## config.mk

```make
export PLATFORM = sky130hd
export DESIGN_NAME = t1_rx_timing
export DESIGN_NICKNAME = d
export VERILOG_FILES = /design/src/rtl/t1_rx_pkg.sv /design/src/rtl/t1_rx_wrap_cnt.sv /design/src/rtl/t1_rx_frame_pos.sv /design/src/rtl/t1_rx_strobes.sv /design/src/rtl/t1_rx_link.sv /design/src/rtl/t1_rx_timing.sv
export SDC_FILE = /design/constraint.sdc
export NUM_CORES = 1
export LEC_CHECK = 0
export ABC_AREA = 1
export BUFFER_PORTS_ARGS = -buffer_cell sky130_fd_sc_hd__buf_2
export CAP_MARGIN = 20
export CORE_MARGIN = 5
export CORE_UTILIZATION = 45
export DETAILED_ROUTE_END_ITERATION = 12
export PLACE_DENSITY = 0.69
export SLEW_MARGIN = 0
export SYNTH_ARGS = -nofsm -noshare
export SYNTH_HDL_FRONTEND = slang
export SYNTH_SLANG_ARGS = --single-unit
```

## constraint.sdc

```tcl
create_clock -name clk_i -period 9.4 [get_ports clk_i]
set_clock_uncertainty 0.1 [all_clocks]
set_input_delay 0.47 -clock clk_i [delete_from_list [all_inputs] [get_ports clk_i]]
set_output_delay 0.47 -clock clk_i [all_outputs]
set_load 0.005 [all_outputs]
```

## src/rtl/t1_rx_pkg.sv

```systemverilog
package t1_rx_pkg;
  localparam int T1_SLOT_BITS   = 8;
  localparam int T1_SLOTS       = 24;
  localparam int T1_SF_FRAMES   = 12;
  localparam int T1_ESF_FRAMES  = 24;
  localparam int T1_SIG_SPACING = 6;
endpackage

```

## src/rtl/t1_rx_wrap_cnt.sv

```systemverilog
module t1_rx_wrap_cnt #(
  parameter int W = 4
) (
  input  logic         clk_i,
  input  logic         rst_ni,
  input  logic         load_i,
  input  logic         step_i,
  input  logic [W-1:0] last_i,
  output logic [W-1:0] cnt_o,
  output logic         wrap_o
);
  logic [W-1:0] cnt_q;

  assign wrap_o = step_i && (cnt_q >= last_i);
  assign cnt_o  = cnt_q;

  always_ff @(posedge clk_i or negedge rst_ni) begin
    if (!rst_ni)     cnt_q <= '0;
    else if (load_i) cnt_q <= '0;
    else if (step_i) cnt_q <= (cnt_q >= last_i) ? '0 : cnt_q + W'(1);
  end
endmodule

```

## src/rtl/t1_rx_frame_pos.sv

```systemverilog
module t1_rx_frame_pos #(
  parameter int SLOT_BITS  = 8,
  parameter int SLOTS      = 24,
  parameter int SF_FRAMES  = 12,
  parameter int ESF_FRAMES = 24,
  localparam int BW = $clog2(SLOT_BITS),
  localparam int SW = $clog2(SLOTS),
  localparam int FW = $clog2(ESF_FRAMES)
) (
  input  logic          clk_i,
  input  logic          rst_ni,
  input  logic          start_i,
  input  logic          esf_i,
  output logic          fbit_o,
  output logic [BW-1:0] bit_o,
  output logic [SW-1:0] slot_o,
  output logic [FW-1:0] frm_o
);
  logic          fbit_q;
  logic          bit_wrap, slot_wrap, frm_wrap;
  logic [FW-1:0] frm_last;

  assign frm_last = esf_i ? FW'(ESF_FRAMES - 1) : FW'(SF_FRAMES - 1);

  t1_rx_wrap_cnt #(.W(BW)) u_bit (
    .clk_i, .rst_ni, .load_i(start_i), .step_i(!fbit_q),
    .last_i(BW'(SLOT_BITS - 1)), .cnt_o(bit_o), .wrap_o(bit_wrap)
  );

  t1_rx_wrap_cnt #(.W(SW)) u_slot (
    .clk_i, .rst_ni, .load_i(start_i), .step_i(bit_wrap),
    .last_i(SW'(SLOTS - 1)), .cnt_o(slot_o), .wrap_o(slot_wrap)
  );

  t1_rx_wrap_cnt #(.W(FW)) u_frm (
    .clk_i, .rst_ni, .load_i(start_i), .step_i(slot_wrap),
    .last_i(frm_last), .cnt_o(frm_o), .wrap_o(frm_wrap)
  );

  // framing bit follows the last slot of every frame
  always_ff @(posedge clk_i or negedge rst_ni) begin
    if (!rst_ni)      fbit_q <= 1'b1;
    else if (start_i) fbit_q <= 1'b1;
    else              fbit_q <= slot_wrap;
  end

  assign fbit_o = fbit_q;

  p_fbit_single_r2: assert property (@(posedge clk_i) disable iff (!rst_ni)
    (fbit_q && !start_i) |=> !fbit_q);

  p_start_align_r4: assert property (@(posedge clk_i) disable iff (!rst_ni)
    start_i |=> (fbit_q && frm_o == '0 && slot_o == '0 && bit_o == '0));

  p_frame_bound_r10: assert property (@(posedge clk_i) disable iff (!rst_ni)
    (slot_wrap && !start_i) |=> (frm_o <= $past(frm_last)));

  p_frame_wrap_r5: assert property (@(posedge clk_i) disable iff (!rst_ni)
    (frm_wrap && !start_i) |=> (frm_o == '0 && fbit_q));
endmodule

```

## src/rtl/t1_rx_strobes.sv

```systemverilog
module t1_rx_strobes #(
  parameter int SLOT_BITS   = 8,
  parameter int SF_FRAMES   = 12,
  parameter int ESF_FRAMES  = 24,
  parameter int SIG_SPACING = 6,
  localparam int BW = $clog2(SLOT_BITS),
  localparam int FW = $clog2(ESF_FRAMES)
) (
  input  logic          clk_i,
  input  logic          rst_ni,
  input  logic          fbit_i,
  input  logic [BW-1:0] bit_i,
  input  logic [FW-1:0] frm_i,
  input  logic          esf_i,
  input  logic          resync_i,
  output logic          fsync_o,
  output logic          chclk_o,
  output logic          msync_o,
  output logic          sigfr_o,
  output logic          sigsel_o,
  output logic          lclk_o
);
  localparam int HALF_SF  = SF_FRAMES / 2;
  localparam int HALF_ESF = ESF_FRAMES / 2;
  localparam int HALF_SIG = SIG_SPACING / 2;

  int   fnum;
  logic sig_frame;

  always_comb begin
    fnum      = int'(frm_i) + 1;
    sig_frame = (fnum % SIG_SPACING) == 0;
    fsync_o   = fbit_i;
    chclk_o   = !fbit_i && (int'(bit_i) < SLOT_BITS / 2);
    msync_o   = int'(frm_i) < (esf_i ? HALF_ESF : HALF_SF);
    sigfr_o   = sig_frame && !resync_i;
    // ESF: high from A to B and from C to D; SF: half of each signaling span
    if (esf_i) sigsel_o = ((fnum + SIG_SPACING) % (2 * SIG_SPACING)) < SIG_SPACING;
    else       sigsel_o = (fnum % SIG_SPACING) < HALF_SIG;
    lclk_o    = esf_i ? !frm_i[0] : frm_i[0];
  end

  p_msync_rise_r5: assert property (@(posedge clk_i) disable iff (!rst_ni)
    $rose(msync_o) |-> (fbit_i && frm_i == '0));

  p_sigsel_edge_r7: assert property (@(posedge clk_i) disable iff (!rst_ni)
    (!$stable(sigsel_o) && $stable(esf_i)) |-> fbit_i);

  p_lclk_edge_r8: assert property (@(posedge clk_i) disable iff (!rst_ni)
    (!$stable(lclk_o) && $stable(esf_i)) |-> fbit_i);
endmodule

```

## src/rtl/t1_rx_link.sv

```systemverilog
module t1_rx_link #(
  parameter int SLOT_BITS = 8,
  parameter int SLOTS     = 24,
  localparam int BW = $clog2(SLOT_BITS),
  localparam int SW = $clog2(SLOTS)
) (
  input  logic          clk_i,
  input  logic          rst_ni,
  input  logic          fbit_i,
  input  logic [BW-1:0] bit_i,
  input  logic [SW-1:0] slot_i,
  input  logic          src_i,
  input  logic          data_i,
  output logic          ldata_o
);
  logic cap_q, ldata_q, upd;

  // load one bit early so the output is valid in the last bit of the frame
  assign upd = !src_i && !fbit_i && slot_i == SW'(SLOTS - 1) && bit_i == BW'(SLOT_BITS - 2);

  always_ff @(posedge clk_i or negedge rst_ni) begin
    if (!rst_ni) begin
      cap_q   <= 1'b0;
      ldata_q <= 1'b0;
    end else begin
      if (fbit_i && src_i) cap_q   <= data_i;
      if (upd)             ldata_q <= cap_q;
    end
  end

  assign ldata_o = ldata_q;

  p_ldata_hold_r9: assert property (@(posedge clk_i) disable iff (!rst_ni)
    !upd |=> $stable(ldata_q));

  p_ldata_load_r9: assert property (@(posedge clk_i) disable iff (!rst_ni)
    upd |=> (ldata_q == $past(cap_q)));
endmodule

```

## src/rtl/t1_rx_timing.sv

```systemverilog
module t1_rx_timing
  import t1_rx_pkg::*;
#(
  parameter int SLOT_BITS   = T1_SLOT_BITS,
  parameter int SLOTS       = T1_SLOTS,
  parameter int SF_FRAMES   = T1_SF_FRAMES,
  parameter int ESF_FRAMES  = T1_ESF_FRAMES,
  parameter int SIG_SPACING = T1_SIG_SPACING
) (
  input  logic clk_i,
  input  logic rst_ni,
  input  logic frame_start_i,
  input  logic resync_i,
  input  logic esf_mode_i,
  input  logic data_i,
  output logic fsync_o,
  output logic chclk_o,
  output logic msync_o,
  output logic sigfr_o,
  output logic sigsel_o,
  output logic lclk_o,
  output logic ldata_o
);
  localparam int BW = $clog2(SLOT_BITS);
  localparam int SW = $clog2(SLOTS);
  localparam int FW = $clog2(ESF_FRAMES);

  logic          fbit;
  logic [BW-1:0] bit_pos;
  logic [SW-1:0] slot_pos;
  logic [FW-1:0] frm_pos;
  logic          lclk;

  t1_rx_frame_pos #(
    .SLOT_BITS(SLOT_BITS), .SLOTS(SLOTS), .SF_FRAMES(SF_FRAMES), .ESF_FRAMES(ESF_FRAMES)
  ) u_pos (
    .clk_i, .rst_ni, .start_i(frame_start_i), .esf_i(esf_mode_i),
    .fbit_o(fbit), .bit_o(bit_pos), .slot_o(slot_pos), .frm_o(frm_pos)
  );

  t1_rx_strobes #(
    .SLOT_BITS(SLOT_BITS), .SF_FRAMES(SF_FRAMES), .ESF_FRAMES(ESF_FRAMES),
    .SIG_SPACING(SIG_SPACING)
  ) u_strb (
    .clk_i, .rst_ni, .fbit_i(fbit), .bit_i(bit_pos), .frm_i(frm_pos),
    .esf_i(esf_mode_i), .resync_i, .fsync_o, .chclk_o, .msync_o,
    .sigfr_o, .sigsel_o, .lclk_o(lclk)
  );

  t1_rx_link #(.SLOT_BITS(SLOT_BITS), .SLOTS(SLOTS)) u_link (
    .clk_i, .rst_ni, .fbit_i(fbit), .bit_i(bit_pos), .slot_i(slot_pos),
    .src_i(lclk), .data_i, .ldata_o
  );

  assign lclk_o = lclk;

  p_reset_state_r1: assert property (@(posedge clk_i)
    !rst_ni |=> (fsync_o && msync_o) || rst_ni);
endmodule

```

==> key figures <==
Timing
  – Worst hold slack: between 0.015 and 0.02 ns
  – Final critical-path share of the clock period: 0.447
  – Unrepaired setup endpoints after global routing: false
  – Setup TNS: 0 ns
  – Final worst setup slack: about 5.2 ns
  – Min Clock Period, post-route: roughly 4.2 ns
  – F_max: 238 MHz
  – Max Slew Vio Count: 0
  – Final Hold Violating Endpoints: 0
  – Final setup fails: 0

Critical path
  – Cell depth of the worst setup path: 24
  – Worst reg2reg path depth: 7
  – Crit path cell chain: ha_1 -> nand3_1 -> nand2_1 -> nand2_2 -> ha_1 -> inv_1 -> nand2_1 -> nand3_1 -> nand2_1 -> o21ai_2 -> nor2_2 -> nand3_2 -> nand2_2 -> nand2_1 -> nand2_2 -> inv_1 -> ha_1 -> or2_1 -> nand3_1 -> nand2_1 -> o21ai_1 -> nand2_1 -> nand2_1 -> buf_2
  – Crit path top cell by count: nand2_1
  – Reg-to-Reg End: u_pos.u_frm.cnt_o[2]
  – Crit-path slowest cell: dfrtp_1
  – Crit path max-delay family: simple AND/OR/NAND/NOR gates
  – Required @ worst endpoint: about 8.8 ns
  – Worst R2R Setup Slack: roughly 7.2 ns
  – CP Class: reg -> out
  – CP Capture Type: output port
  – CP Max Fanout: 8
  – Max stage delay on crit path: between 0.5 and 0.6 ns
  – Crit start category: register
  – Worst endpoint data arrival time: about 3.6 ns
  – Crit Reg-Reg Startpoint: u_pos.u_frm.cnt_o[0]
  – Buffers & Inverters on Critical Path: 3

Synth
  – Top post-synthesis cells by area: dfrtp_1 (20%), ha_1 (13%), nand2_1 (11%)
  – Count of different cell masters after synthesis: 43
  – Largest area contributor in the netlist: dfrtp_1
  – Syn Area/Cell: approximately 7 µm²
  – Synthesized area: approximately 1900 µm²
  – #FFs+latches synth: 16
  – Seq/Total Area, Yosys: 0.209
  – Synth top area share: 0.196
  – Syn Nets: 300
  – Synth Flop Type: dfrtp_1
  – Ys async rst share: 1.00
  – Number of flops mapped to enable cells by yosys: 0
  – Yosys warnings: 0
  – Synth Instances: around 270

Place
  – DP HPWL: ~3100 µm
  – DP Area: slightly above 2000 µm²
  – Dpl ws: 5.49 ns
  – Final weighted congestion in routability-driven placement: approximately 0.81
  – Port bufs: 12
  – Placed Instances: roughly 340

Clock network
  – Setup Buffers After CTS: 0
  – Hold_buf cts: 0
  – TritonCTS clock tree: done
  – Reg clk slew, reported paths: around 0.060 ns
  – Clk buf depth: 2
  – CTS H-tree lvls: 1
  – Clock Tree Root: clkbuf_8
  – CTS Buf Count: 3
  – # clock sinks: 16
  – # resized after CTS: 0
  – Skew-Pair Late Insertion Delay: roughly 0.25 ns

Global routing
  – Grt ovf: 0
  – First-pass GRT wire length: 6670 µm
  – Global Route Usage Sum: 0.147
  – Largest net degree at the start of global routing: 17
  – Vias in the first global route: about 1600
  – Initial antenna violation count: 0

Die
  – # IOs: 13
  – Core Area: 4060 µm²
  – Die width: around 75 µm
  – Die area: between 5000 and 6000 µm²
  – Row count: 23
  – Initial Util: 0.473
  – Die Ht: 75.3 µm

Cells and area
  – Fin cells: 339
  – Design area: roughly 2100 µm²
  – Fraction of layout cells with a size suffix above 1: 0.218
  – Area Overhead vs Synth: 8.55%
  – Antenna fix cells: 0
  – Post-layout util: 0.513
  – Nets: 316

Drt
  – Routed length per instance: roughly 11 µm
  – Routed Antenna Nets: 0
  – DR vias: approximately 1700
  – Routed vias/inst: 5.05
  – WL final: ~3800 µm
  – # DRC: 0
  – 1st-pass router iterations: 4
  – Starting DRC count in detailed routing: 70

Power
  – Worst vdd ir: about 100 µV
  – Total leakage power: 1.12 nW
  – Tot Pwr: around 0.25 mW
  – Pwr dens: 120 nW/µm²

Run status
  – Status: finished clean

Flow run
  – # Max-Cap Violations: 0

Min path
  – Hold Path Class: in -> async
==> worst reg2reg max path, cell delays in order, from the launching register on <==
cell     delay, ns
dfrtp_1       0.48
ha_1          0.31
o21ai_0       0.19
a21oi_1       0.09
or2_2         0.27
a21oi_1       0.18
nand2_1       0.14
o32ai_1       0.29
==> final cells by class <==
cell class                      instances  area, µm²
Clock buffer                            4       45.0
Sequential cell                        16        402
Multi-Input combinational cell        204       1310
Inverter                               53        199
Timing Repair Buffer                   12       60.1
Tap cell                               50       62.6
Fill cell                             422       1980
==> logic make-up (layout without fill, tap and decap cells) <==
| kind of cell | after synthesis | count (layout) | share of synthesized area |
|---|---|---|---|
| and+or+nand+nor | 136 | 136 | 0.361 |
| buffers and inverters | 54 | 69 | 0.106 |
| other | 1 | 1 | 0.00196 |
| muxes | 2 | 2 | 0.0170 |
| AOI/OAI and AO/OA | 41 | 41 | 0.148 |
| DFF | 16 | 16 | 0.209 |
| xor gates and xnor gates | 4 | 4 | 0.0261 |
| adders and majority gates | 20 | 20 | 0.130 |
==> layout by cell type, fill, tap and decap left out, types with 9 or more instances in the layout <==
| master | netlist | final |
|---|---|---|
| a21oi_1 | 9 | 9 |
| buf_2 | 0 | 12 |
| dfrtp_1 | 15 | 15 |
| ha_1 | 20 | 20 |
| inv_1 | 47 | 47 |
| nand2_1 | 55 | 55 |
| nand2_2 | 13 | 13 |
| nand3_1 | 24 | 24 |
| nor2_1 | 14 | 14 |
==> worst max-delay path by stage <==
stage	startpoint	to	slack, ns
after floorplan	u_pos.u_frm.cnt_o[0]	sigsel_o	5.89
after global placement	u_pos.u_frm.cnt_o[0]	sigsel_o	5.58
after detailed placement	u_pos.u_frm.cnt_o[0]	sigsel_o	5.49
after CTS	u_pos.u_frm.cnt_o[0]	sigsel_o	5.20
after global routing	u_pos.u_frm.cnt_o[0]	sigsel_o	4.85
final	u_pos.u_frm.cnt_o[0]	sigsel_o	5.19
==> cells in the mapped netlist, types with 3 or more instances <==
cell,number
a21oi_1,9
dfrtp_1,15
ha_1,20
inv_1,47
inv_2,6
nand2_1,55
nand2_2,13
nand3_1,24
nand3_2,3
nand4_1,7
nor2_1,14
nor2_2,6
nor2_4,3
o21ai_0,7
o21ai_1,5
o21ai_2,4
o32ai_1,3
==> sequential cells by signal (all words and copies together) (netlist names) <==
name and flops:
u_pos.u_frm.cnt_o 5, u_pos.u_bit.cnt_o 3, u_pos.fbit_o 1, u_link.ldata_o 1, u_pos.u_slot.cnt_o 5, u_link.cap_q 1
==> routing by layer <==
metal	wire, µm	track usage	vias to the layer above
met5	0	0	-
met4	57	0.0505	0
met3	136	0.00935	7
met2	1830	0.268	31
met1	1730	0.181	748
li1	-	-	925
==> power by group <==
part           leakage [nW]  switching, mW  internal, mW  total (mW)
Sequential            0.212        0.00660        0.0739      0.0805
Combinational         0.886         0.0713        0.0450       0.116
Clock                0.0228         0.0235        0.0301      0.0536
Power figures use the tool's default switching activity.
